$ cat src/rtl/uart_rate_pkg.sv
`timescale 1ns/1ps
package uart_rate_pkg;
   localparam int PR_SEL_W = 2;
   localparam int PR_MAX   = 13;

   // coarse prescaler factors, indexed by the select code
   function automatic int pr_factor(input logic [PR_SEL_W-1:0] code);
      case (code)
         2'b00:   return 1;
         2'b01:   return 3;
         2'b10:   return 4;
         default: return PR_MAX;
      endcase
   endfunction
endpackage

$ cat src/rtl/urg_prescale.sv
`timescale 1ns/1ps
module urg_prescale
   import uart_rate_pkg::*;
#(
   parameter int SEL_W = PR_SEL_W,
   localparam int CNT_W = $clog2(PR_MAX)
) (
   input  logic             clk,
   input  logic             rst_n,
   input  logic             run,
   input  logic [SEL_W-1:0] sel,
   output logic             tick
);
   logic [SEL_W-1:0] sel_q;
   logic [CNT_W-1:0] cnt;
   logic [CNT_W-1:0] lim_m1;

   initial begin
      assert (SEL_W == PR_SEL_W) else $error("prescaler select width must match the factor table");
   end

   assign lim_m1 = CNT_W'(pr_factor(sel_q) - 1);
   assign tick   = run && (cnt == lim_m1);

   always_ff @(posedge clk or negedge rst_n) begin
      if (!rst_n) begin
         sel_q <= '0;
         cnt   <= '0;
      end else if (!run) begin
         sel_q <= sel;
         cnt   <= '0;
      end else if (tick) begin
         cnt <= '0;
      end else begin
         cnt <= cnt + 1'b1;
      end
   end

   AST_PR_CNT_RANGE: assert property (@(posedge clk) disable iff (!rst_n)
      run |-> (cnt <= lim_m1)) else $error("prescaler count out of range");
   AST_PR_SEL_FROZEN: assert property (@(posedge clk) disable iff (!rst_n)
      (run && $past(run)) |-> $stable(sel_q)) else $error("prescaler select moved while running");
endmodule

$ cat src/rtl/urg_pow2_div.sv
`timescale 1ns/1ps
module urg_pow2_div #(
   parameter int SEL_W = 3,
   localparam int CNT_W = (1 << SEL_W) - 1
) (
   input  logic             clk,
   input  logic             rst_n,
   input  logic             en,
   input  logic             tick_in,
   input  logic [SEL_W-1:0] sel,
   output logic             tick_out
);
   logic [CNT_W-1:0] cnt;
   logic [CNT_W-1:0] mask;

   initial begin
      assert (SEL_W >= 1 && SEL_W <= 4) else $error("divider select width out of supported range");
   end

   assign mask     = CNT_W'(({{CNT_W{1'b0}}, 1'b1} << sel) - 1'b1);
   assign tick_out = tick_in && (cnt == mask);

   always_ff @(posedge clk or negedge rst_n) begin
      if (!rst_n)         cnt <= '0;
      else if (!en)       cnt <= '0;
      else if (tick_out)  cnt <= '0;
      else if (tick_in)   cnt <= cnt + 1'b1;
   end

   AST_DIV_CNT_RANGE: assert property (@(posedge clk) disable iff (!rst_n)
      en |-> (cnt <= mask)) else $error("power-of-two count out of range");
   AST_DIV_IDLE_CLEAR: assert property (@(posedge clk) disable iff (!rst_n)
      !en |=> (cnt == '0)) else $error("divider not cleared while idle");
endmodule

$ cat src/rtl/urg_ext_div.sv
`timescale 1ns/1ps
module urg_ext_div #(
   parameter int EPR_W = 8
) (
   input  logic             clk,
   input  logic             rst_n,
   input  logic             en,
   input  logic             tick_in,
   input  logic [EPR_W-1:0] epr,
   output logic             tick_out
);
   logic [EPR_W-1:0] cnt;
   logic             active;

   initial begin
      assert (EPR_W >= 1 && EPR_W <= 16) else $error("fine divider width out of supported range");
   end

   assign active   = (epr != '0);
   assign tick_out = active ? (tick_in && (cnt == epr - 1'b1)) : tick_in;

   always_ff @(posedge clk or negedge rst_n) begin
      if (!rst_n)         cnt <= '0;
      else if (!en)       cnt <= '0;
      else if (tick_out)  cnt <= '0;
      else if (tick_in)   cnt <= cnt + 1'b1;
   end

   AST_EXT_CNT_RANGE: assert property (@(posedge clk) disable iff (!rst_n)
      (en && active) |-> (cnt < epr)) else $error("fine count out of range");
   AST_EXT_BYPASS: assert property (@(posedge clk) disable iff (!rst_n)
      !active |-> (cnt == '0)) else $error("fine counter moved while bypassed");
endmodule

$ cat src/rtl/urg_channel.sv
`timescale 1ns/1ps
module urg_channel #(
   parameter int DIV_SEL_W = 3,
   parameter int EPR_W     = 8,
   parameter int OS_FACTOR = 16,
   localparam int BC_W     = $clog2(OS_FACTOR)
) (
   input  logic                 clk,
   input  logic                 rst_n,
   input  logic                 en,
   input  logic                 pr_tick,
   input  logic [DIV_SEL_W-1:0] div_sel,
   input  logic [EPR_W-1:0]     epr,
   output logic                 os_stb,
   output logic                 bit_stb
);
   logic [DIV_SEL_W-1:0] div_sel_q;
   logic [EPR_W-1:0]     epr_q;
   logic                 div_tick;
   logic [BC_W-1:0]      bcnt;

   initial begin
      assert (OS_FACTOR >= 2 && (OS_FACTOR & (OS_FACTOR - 1)) == 0)
         else $error("oversample factor must be a power of two");
   end

   // settings are captured only while this direction is idle
   always_ff @(posedge clk or negedge rst_n) begin
      if (!rst_n) begin
         div_sel_q <= '0;
         epr_q     <= '0;
      end else if (!en) begin
         div_sel_q <= div_sel;
         epr_q     <= epr;
      end
   end

   urg_pow2_div #(.SEL_W(DIV_SEL_W)) i_pow2 (
      .clk(clk), .rst_n(rst_n), .en(en), .tick_in(pr_tick && en),
      .sel(div_sel_q), .tick_out(div_tick)
   );

   urg_ext_div #(.EPR_W(EPR_W)) i_ext (
      .clk(clk), .rst_n(rst_n), .en(en), .tick_in(div_tick),
      .epr(epr_q), .tick_out(os_stb)
   );

   assign bit_stb = os_stb && (bcnt == BC_W'(OS_FACTOR - 1));

   always_ff @(posedge clk or negedge rst_n) begin
      if (!rst_n)       bcnt <= '0;
      else if (!en)     bcnt <= '0;
      else if (os_stb)  bcnt <= bcnt + 1'b1;
   end

   AST_BIT_CNT_WRAP: assert property (@(posedge clk) disable iff (!rst_n)
      bit_stb |=> (bcnt == '0)) else $error("bit counter did not wrap");
   AST_IDLE_QUIET: assert property (@(posedge clk) disable iff (!rst_n)
      !en |-> (!os_stb && !bit_stb)) else $error("strobe while disabled");
   AST_CFG_FROZEN: assert property (@(posedge clk) disable iff (!rst_n)
      (en && $past(en)) |-> ($stable(div_sel_q) && $stable(epr_q))) else $error("settings moved while enabled");
endmodule

$ cat src/rtl/uart_rate_gen.sv
`timescale 1ns/1ps
module uart_rate_gen
   import uart_rate_pkg::*;
#(
   parameter int DIV_SEL_W = 3,
   parameter int EPR_W     = 8,
   parameter int OS_FACTOR = 16
) (
   input  logic                 clk,
   input  logic                 rst_n,
   input  logic [PR_SEL_W-1:0]  pr_sel,
   input  logic [DIV_SEL_W-1:0] tx_div_sel,
   input  logic [DIV_SEL_W-1:0] rx_div_sel,
   input  logic [EPR_W-1:0]     tx_epr,
   input  logic [EPR_W-1:0]     rx_epr,
   input  logic                 tx_en,
   input  logic                 rx_en,
   output logic                 tx_os_stb,
   output logic                 tx_bit_stb,
   output logic                 rx_os_stb,
   output logic                 rx_bit_stb
);
   localparam int N_DIR = 2;   // index 0 transmit, 1 receive

   logic                 pr_tick;
   logic [N_DIR-1:0]     en_v, os_v, bit_v;
   logic [DIV_SEL_W-1:0] sel_v [N_DIR];
   logic [EPR_W-1:0]     epr_v [N_DIR];

   assign en_v     = {rx_en, tx_en};
   assign sel_v[0] = tx_div_sel;
   assign sel_v[1] = rx_div_sel;
   assign epr_v[0] = tx_epr;
   assign epr_v[1] = rx_epr;

   urg_prescale #(.SEL_W(PR_SEL_W)) i_pre (
      .clk(clk), .rst_n(rst_n), .run(|en_v), .sel(pr_sel), .tick(pr_tick)
   );

   for (genvar d = 0; d < N_DIR; d++) begin : g_dir
      urg_channel #(.DIV_SEL_W(DIV_SEL_W), .EPR_W(EPR_W), .OS_FACTOR(OS_FACTOR)) i_chan (
         .clk(clk), .rst_n(rst_n), .en(en_v[d]), .pr_tick(pr_tick),
         .div_sel(sel_v[d]), .epr(epr_v[d]), .os_stb(os_v[d]), .bit_stb(bit_v[d])
      );
   end

   assign tx_os_stb  = os_v[0];
   assign tx_bit_stb = bit_v[0];
   assign rx_os_stb  = os_v[1];
   assign rx_bit_stb = bit_v[1];
endmodule

$ cat config.mk
export PLATFORM = sky130hd
export DESIGN_NAME = uart_rate_gen
export DESIGN_NICKNAME = d
export VERILOG_FILES = /design/src/rtl/uart_rate_pkg.sv /design/src/rtl/urg_prescale.sv /design/src/rtl/urg_pow2_div.sv /design/src/rtl/urg_ext_div.sv /design/src/rtl/urg_channel.sv /design/src/rtl/uart_rate_gen.sv
export SDC_FILE = /design/constraint.sdc
export NUM_CORES = 1
export LEC_CHECK = 0
export BUFFER_PORTS_ARGS = -buffer_cell sky130_fd_sc_hd__buf_2
export CAP_MARGIN = 25
export CORE_MARGIN = 1
export CORE_UTILIZATION = 35
export DETAILED_ROUTE_END_ITERATION = 8
export GPL_ROUTABILITY_DRIVEN = 0
export GPL_TIMING_DRIVEN = 0
export SYNTH_ARGS = -nofsm -noshare
export SYNTH_HDL_FRONTEND = slang
export SYNTH_SLANG_ARGS = --single-unit
$ cat constraint.sdc
create_clock -name clk -period 3.23 [get_ports clk]
set_input_delay 0.646 -clock clk [delete_from_list [all_inputs] [get_ports clk]]
set_output_delay 0.646 -clock clk [all_outputs]
set_load 0.03 [all_outputs]
==> results of run 1 <==
power by group:
group | leakage (uW) | total (uW) | internal, uW | switching, uW
Sequential | 0.000860 | 979 | 898 | 80.8
Clock | 0.000143 | 934 | 580 | 354
Combinational | 0.00112 | 581 | 257 | 324
Total | 0.00212 | 2490 | 1740 | 759
state kept, by name, summed over array words and instances (netlist names):
signal                   count
g_dir.i_chan.i_pow2.cnt     14
i_pre.sel_q                  2
g_dir.i_chan.bcnt            8
i_pre.cnt                    4
g_dir.i_chan.epr_q          16
g_dir.i_chan.div_sel_q       6
g_dir.i_chan.i_ext.cnt      16
metal layers:
layer / vias to the layer above / global-route usage (%) / wire (um)
met5: - / 0 / 0
met4: 0 / 8.83 / 250
met3: 17 / 2.83 / 290
met2: 52 / 28.2 / 4800
met1: 1718 / 21.7 / 4570
li1: 1728 / - / -
worst reg2reg max path, stage by stage (launching register included):
cell	delay, ns
dfrtp_1	0.38
ha_1	0.21
or3_1	0.48
a2111oi_4	0.40
buf_4	0.23
nand4_1	0.20
clkbuf_1	0.28
or4_1	0.52
o211ai_1	0.11
stage by stage:
stage / utilization (%) / setup WS (ns)
after global placement: 39.4 / -0.296
after global routing: 43.8 / -0.155
after detailed placement: 39.4 / -0.330
after CTS: 43.1 / -0.0836
after floorplan: - / 0.0200
final: 43.8 / -0.0365
final cells by class:
type / instances / share of cell area [%]
Tap cell: 143 / 3.52
Sequential cell: 66 / 32.6
Inverter: 16 / 1.18
Timing Repair Buffer: 45 / 5.66
Buffer: 21 / 1.65
Clock buffer: 14 / 5.39
Multi-Input combinational cell: 335 / 49.8
Clock inverter: 2 / 0.197
worst min path at each step:
| stage | from | to | cells past startpoint |
|---|---|---|---|
| final | rst_n | g_dir[1].i_chan.i_pow2.cnt[6] | 1 |
| after global routing | rst_n | g_dir[1].i_chan.i_pow2.cnt[4] | 1 |
| after CTS | rst_n | g_dir[1].i_chan.i_pow2.cnt[4] | 1 |
| after detailed placement | g_dir[0].i_chan.bcnt[0] | g_dir[0].i_chan.bcnt[0] | 1 |
| after global placement | g_dir[0].i_chan.bcnt[0] | g_dir[0].i_chan.bcnt[0] | 1 |
| after floorplan | rst_n | g_dir[0].i_chan.bcnt[0] | 0 |
cell usage in the layout (no fill, tap or decap), types with 5 or more instances in the layout:
cell       instances
nand3b_1           5
inv_1             13
buf_4             16
a21oi_1           10
o211ai_1           8
xor2_1            10
buf_2             26
clkbuf_16          9
nor3_1            11
ha_1              11
dfrtp_1           62
nand4_1            6
clkbuf_1          19
mux2_2            25
or4_1              7
nand2b_1           9
xnor2_1           25
nor2_1            31
and3_1            16
nand3_1           24
mux2i_1            9
nand2_1           35
o21ai_0           11
a31oi_1            5
repair_timing:
action | in CTS | in global routing
pin swaps | 6 | 3
gates resized for setup | 23 | 16
endpoints found under the setup margin | 4 | 4
endpoints found under the hold margin | 0 | 0
setup buffers | 10 | 4
cells by family (layout without fill, tap and decap cells):
group                      after synthesis  count (layout)
buffers and inverters                   40              98
and+or+nand+nor                        178             178
AOI/OAI and AO/OA                       74              74
xor gates and xnor gates                35              35
DFF                                     66              66
muxes                                   34              34
adders and majority gates               14              14
==> metrics.csv, run 1 <==
metric;value;unit
status;finished, violations left;
failing checks;design-rule violations, negative setup slack;
chip width;112;um
I/O pins;32;
Slew headroom;38.0;%
ANT cells;0;
total negative slack;-0.0654;ns
Mapped Nets;482;
leading area contributor after synthesis;dfrtp_1;
PnR worst setup slack;-0.0365;ns
area occupied by multi-input gates;2530;um^2
Synth top cells by count;dfrtp_1 (66), nand2_1 (35), nor2_1 (31);
leak pwr;0.00212;uW
Synth Area in Compound Gates;13.3;%
dominant synthesized flop cell;dfrtp_1;
#FFs+latches synth;66;
Final Power;2490;uW
RSZ-0062 raised after global routing;true;
most frequent cell after synthesis;dfrtp_1;
vias per inst;5.48;
mux contribution to synthesized area;8.79;%
Peak VDD IR;0.192;mV
total gr overflow;0;
Max Fanout on Critical Path;3;
Setup crit end kind;output pin;
worst slew pin tran;0.925;ns
Vias;3515;
clock skew;0.00312;ns
crit path from;g_dir[0].i_chan.epr_q[3];
worst flop-to-flop path endpoint;g_dir[1].i_chan.i_ext.cnt[6];
height of the die;112;um
Seq/Total Area, Yosys;39.1;%
Fin Hold WS;0.427;ns
global-route wire length before repair;17000;um
port bufs;31;
Tmin final;3.27;ns
Final #Nets;535;
Area Overhead vs Synth;20.4;%
fin crit share;101;%
CP Capture Point;tx_bit_stb;
CTS Sinks;66;
dpl cells;615;
path depth of the worst reg2reg path;8;
largest net degree at the start of global routing;67;
syn avg cell area;9.58;um^2
Final Slew Violations;0;
CP Buf/Inv Count;1;
xor-xnor portion of the synthesized cell area;7.25;%
DRC;1;
GRT Util Overall;17.1;%
Synth Instances;441;
Req. time, crit path;2.58;ns
H-tree levels;3;
DPL Wire Length;6650;um
number of synthesized flops with an enable pin;0;
adder-cell share of the synthesized area;4.09;%
wire per inst;15.4;um
RR Startpoint;i_pre.sel_q[0];
drt pass-1 iters;6;
Rows;39;
CTS Buf Count;9;
clk_lat worst skew;0.34;ns
CP Data Arrival Time;2.62;ns
yosys warns;0;
ANT nets after route;0;
simple-gate share of the synthesized area;23.7;%
Initial Utilization;36.4;%
main combinational cell family by area after synthesis;simple AND/OR/NAND/NOR gates;
Critical Path Start Type;flip-flop;
f_max;306;MHz
asr flop ratio synth;100;%
Routed WL;9900;um
Root Driver;clkbuf_16;
critical path depth;7;
# hold bufs at CTS;0;
max-cap violation count;0;
Design Area, Final;5090;um^2
vias in the first global route;3553;
pwr dens;490;nW/um^2
Area contributors post-synth;dfrtp_1 (39%), mux2_2 (6.7%), xnor2_1 (5.2%);
Core Area;11600;um^2
Final setup viols;3;
CP dominant cell by count;or4_4;
Mapped Area;4230;um^2
die area;12500;um^2
fill cell count;1121;
reg-to-reg slack, setup;0.34;ns
Iter 0 DRT Violations;116;
CP delay by family, top;simple AND/OR/NAND/NOR gates;
Crit path largest cell delay;0.58;ns
crit path cell chain;or4_4 -> nor4_4 -> xnor2_1 -> or4_4 -> a21oi_4 -> and4_4 -> buf_6;
Post-DP Area;4570;um^2
Worst path slowest cell;or4_4;
clock tree buffer depth;2;
top cell type's share of synthesized area;39.1;%
share of layout cells above drive strength 1;24.8;%
worst setup path class;reg2out;
Storage cell area;1660;um^2
clock slew at reported path FFs;0.05;ns
post-synth cell types;66;
Layout Cells excl Fill;642;
HP Class;in2async;
initial antenna violation count;0;
CTS tree;done;
final hold vios;0;
Note: power is estimated with default switching activity, not from simulation.
==> inputs of run 2 (changes only) <==
--- a/config.mk
+++ b/config.mk
@@ -12,6 +12,7 @@
 export DETAILED_ROUTE_END_ITERATION = 8
 export GPL_ROUTABILITY_DRIVEN = 0
 export GPL_TIMING_DRIVEN = 0
+export PLACE_DENSITY = 0.48
 export SYNTH_ARGS = -nofsm -noshare
 export SYNTH_HDL_FRONTEND = slang
 export SYNTH_SLANG_ARGS = --single-unit
==> run 2 against run 1 <==
The flow finishes with violations (negative setup slack). Hold slack worse by 0.0023 ns. Via count about the same. Routed wire length about the same. Cell count up 0.78%. Critical path depth unchanged. First-iteration DRC count up 57%. Non-clock buffer count up 5. Die area unchanged. Fmax up 0.67%. Combinational power up 3%. Critical endpoint unchanged. Highest routed layer unchanged.
==> metrics.csv, run 2 (synthesis results as in run 1) <==
metric;value;unit
status;finished, violations left;
failing checks;negative setup slack;
total gr overflow;0;
global-route wire length before repair;17000;um
port bufs;31;
share of layout cells above drive strength 1;26.2;%
vias in the first global route;3424;
Final Power;2650;uW
clock slew at reported path FFs;0.06;ns
Critical Path Start Type;flip-flop;
Storage cell area;1660;um^2
DPL Wire Length;6570;um
H-tree levels;3;
GRT Util Overall;17.1;%
final hold vios;0;
Final setup viols;1;
PnR worst setup slack;-0.0147;ns
Vias;3518;
Req. time, crit path;2.58;ns
Max Fanout on Critical Path;3;
chip width;112;um
clock skew;0.00618;ns
CTS tree;done;
worst slew pin tran;1.00;ns
Root Driver;clkbuf_16;
clk_lat worst skew;0.34;ns
CTS Buf Count;9;
Rows;39;
Layout Cells excl Fill;647;
die area;12500;um^2
clock tree buffer depth;2;
max-cap violation count;0;
area occupied by multi-input gates;2550;um^2
CP Data Arrival Time;2.60;ns
Fin Hold WS;0.425;ns
drt pass-1 iters;4;
Slew headroom;32.9;%
fin crit share;100;%
Iter 0 DRT Violations;182;
fill cell count;1151;
Setup crit end kind;output pin;
I/O pins;32;
most common cell after layout, fill and taps aside;dfrtp_1;
CTS Sinks;66;
height of the die;112;um
Routed WL;9900;um
RSZ-0062 raised after global routing;true;
Top Registers;g_dir.i_chan.epr_q: 16 flops, g_dir.i_chan.i_ext.cnt: 16 flops, g_dir.i_chan.i_pow2.cnt: 14 flops;
worst setup path class;reg2out;
vias per inst;5.44;
Peak VDD IR;0.260;mV
pwr dens;512;nW/um^2
largest net degree at the start of global routing;67;
# hold bufs at CTS;0;
Core Area;11600;um^2
pre-CTS WS;-0.301;ns
DRC;0;
ANT cells;0;
Tmin final;3.24;ns
ANT nets after route;0;
Final Slew Violations;0;
initial antenna violation count;0;
dpl cells;615;
Core Util, Final;44.5;%
wire per inst;15.3;um
Area Overhead vs Synth;22.3;%
f_max;308;MHz
commonest non-fill, non-tap cells in the layout;dfrtp_1 (62), nand2_1 (35), nor2_1 (31);
HP Class;in2async;
Initial Utilization;36.4;%
Final #Nets;540;
leak pwr;0.00216;uW
run 2: final timing paths:
kind                       slack (ns)  cells past startpoint                      from                             to
setup / recovery                -0.01                      7  g_dir[0].i_chan.epr_q[2]                     tx_bit_stb
hold / removal                   0.43                      1                     rst_n  g_dir[0].i_chan.i_pow2.cnt[6]
setup reg to reg                 0.18                      9            i_pre.sel_q[1]   g_dir[1].i_chan.i_ext.cnt[6]
hold reg to reg                  0.52                      1   g_dir[0].i_chan.bcnt[0]        g_dir[0].i_chan.bcnt[0]
max in group asynchronous        2.19                      1                     rst_n       g_dir[1].i_chan.epr_q[0]
min in group clk                 0.52                      1   g_dir[0].i_chan.bcnt[0]        g_dir[0].i_chan.bcnt[0]
run 2: per-stage QoR:
step | setup TNS [ns] | cell area, um^2
final | -0.0147 | 5170
after global routing | -0.278 | 5170
after CTS | -0.147 | 5060
after detailed placement | -0.762 | 4570
after global placement | -0.597 | 4570
after floorplan | 0 | 4240
run 2: layer usage:
metal	vias to the layer above	global-route usage, %	part of all wire (%)	wire length (um)
met5	-	0	0	0
met4	0	5.14	1.3	127
met3	12	4.19	2.6	261
met2	42	28.0	49	4860
met1	1730	22.2	47	4650
li1	1734	-	-	-
run 2: layout make-up:
cell class | count | share of cell area (%)
Multi-Input combinational cell | 335 | 49.3
Sequential cell | 66 | 32.1
Tap cell | 143 | 3.46
Clock inverter | 5 | 1.50
Buffer | 21 | 1.62
Clock buffer | 11 | 4.70
Timing Repair Buffer | 50 | 6.22
Inverter | 16 | 1.16
run 2: report_power, final:
group	leakage, uW	total (uW)	internal [uW]	switching [uW]
logic	0.00114	601	277	324
registers	0.000860	975	897	77.9
clock network	0.000156	1070	694	377
run 2: critical path, cell delays in order (launching register included):
cell and delay, ns:
dfrtp_2 0.40, or4_4 0.55, nor4_4 0.16, xnor2_1 0.10, or4_4 0.56, a21oi_4 0.16, and4_4 0.22, buf_6 0.12
run 2: timing repair:
item                                    CTS  global route
endpoints found under the setup margin    4             4
pin swaps                                 5             6
buffers inserted                         12             7
cloned                                    0             0
gates resized for setup                  23            16
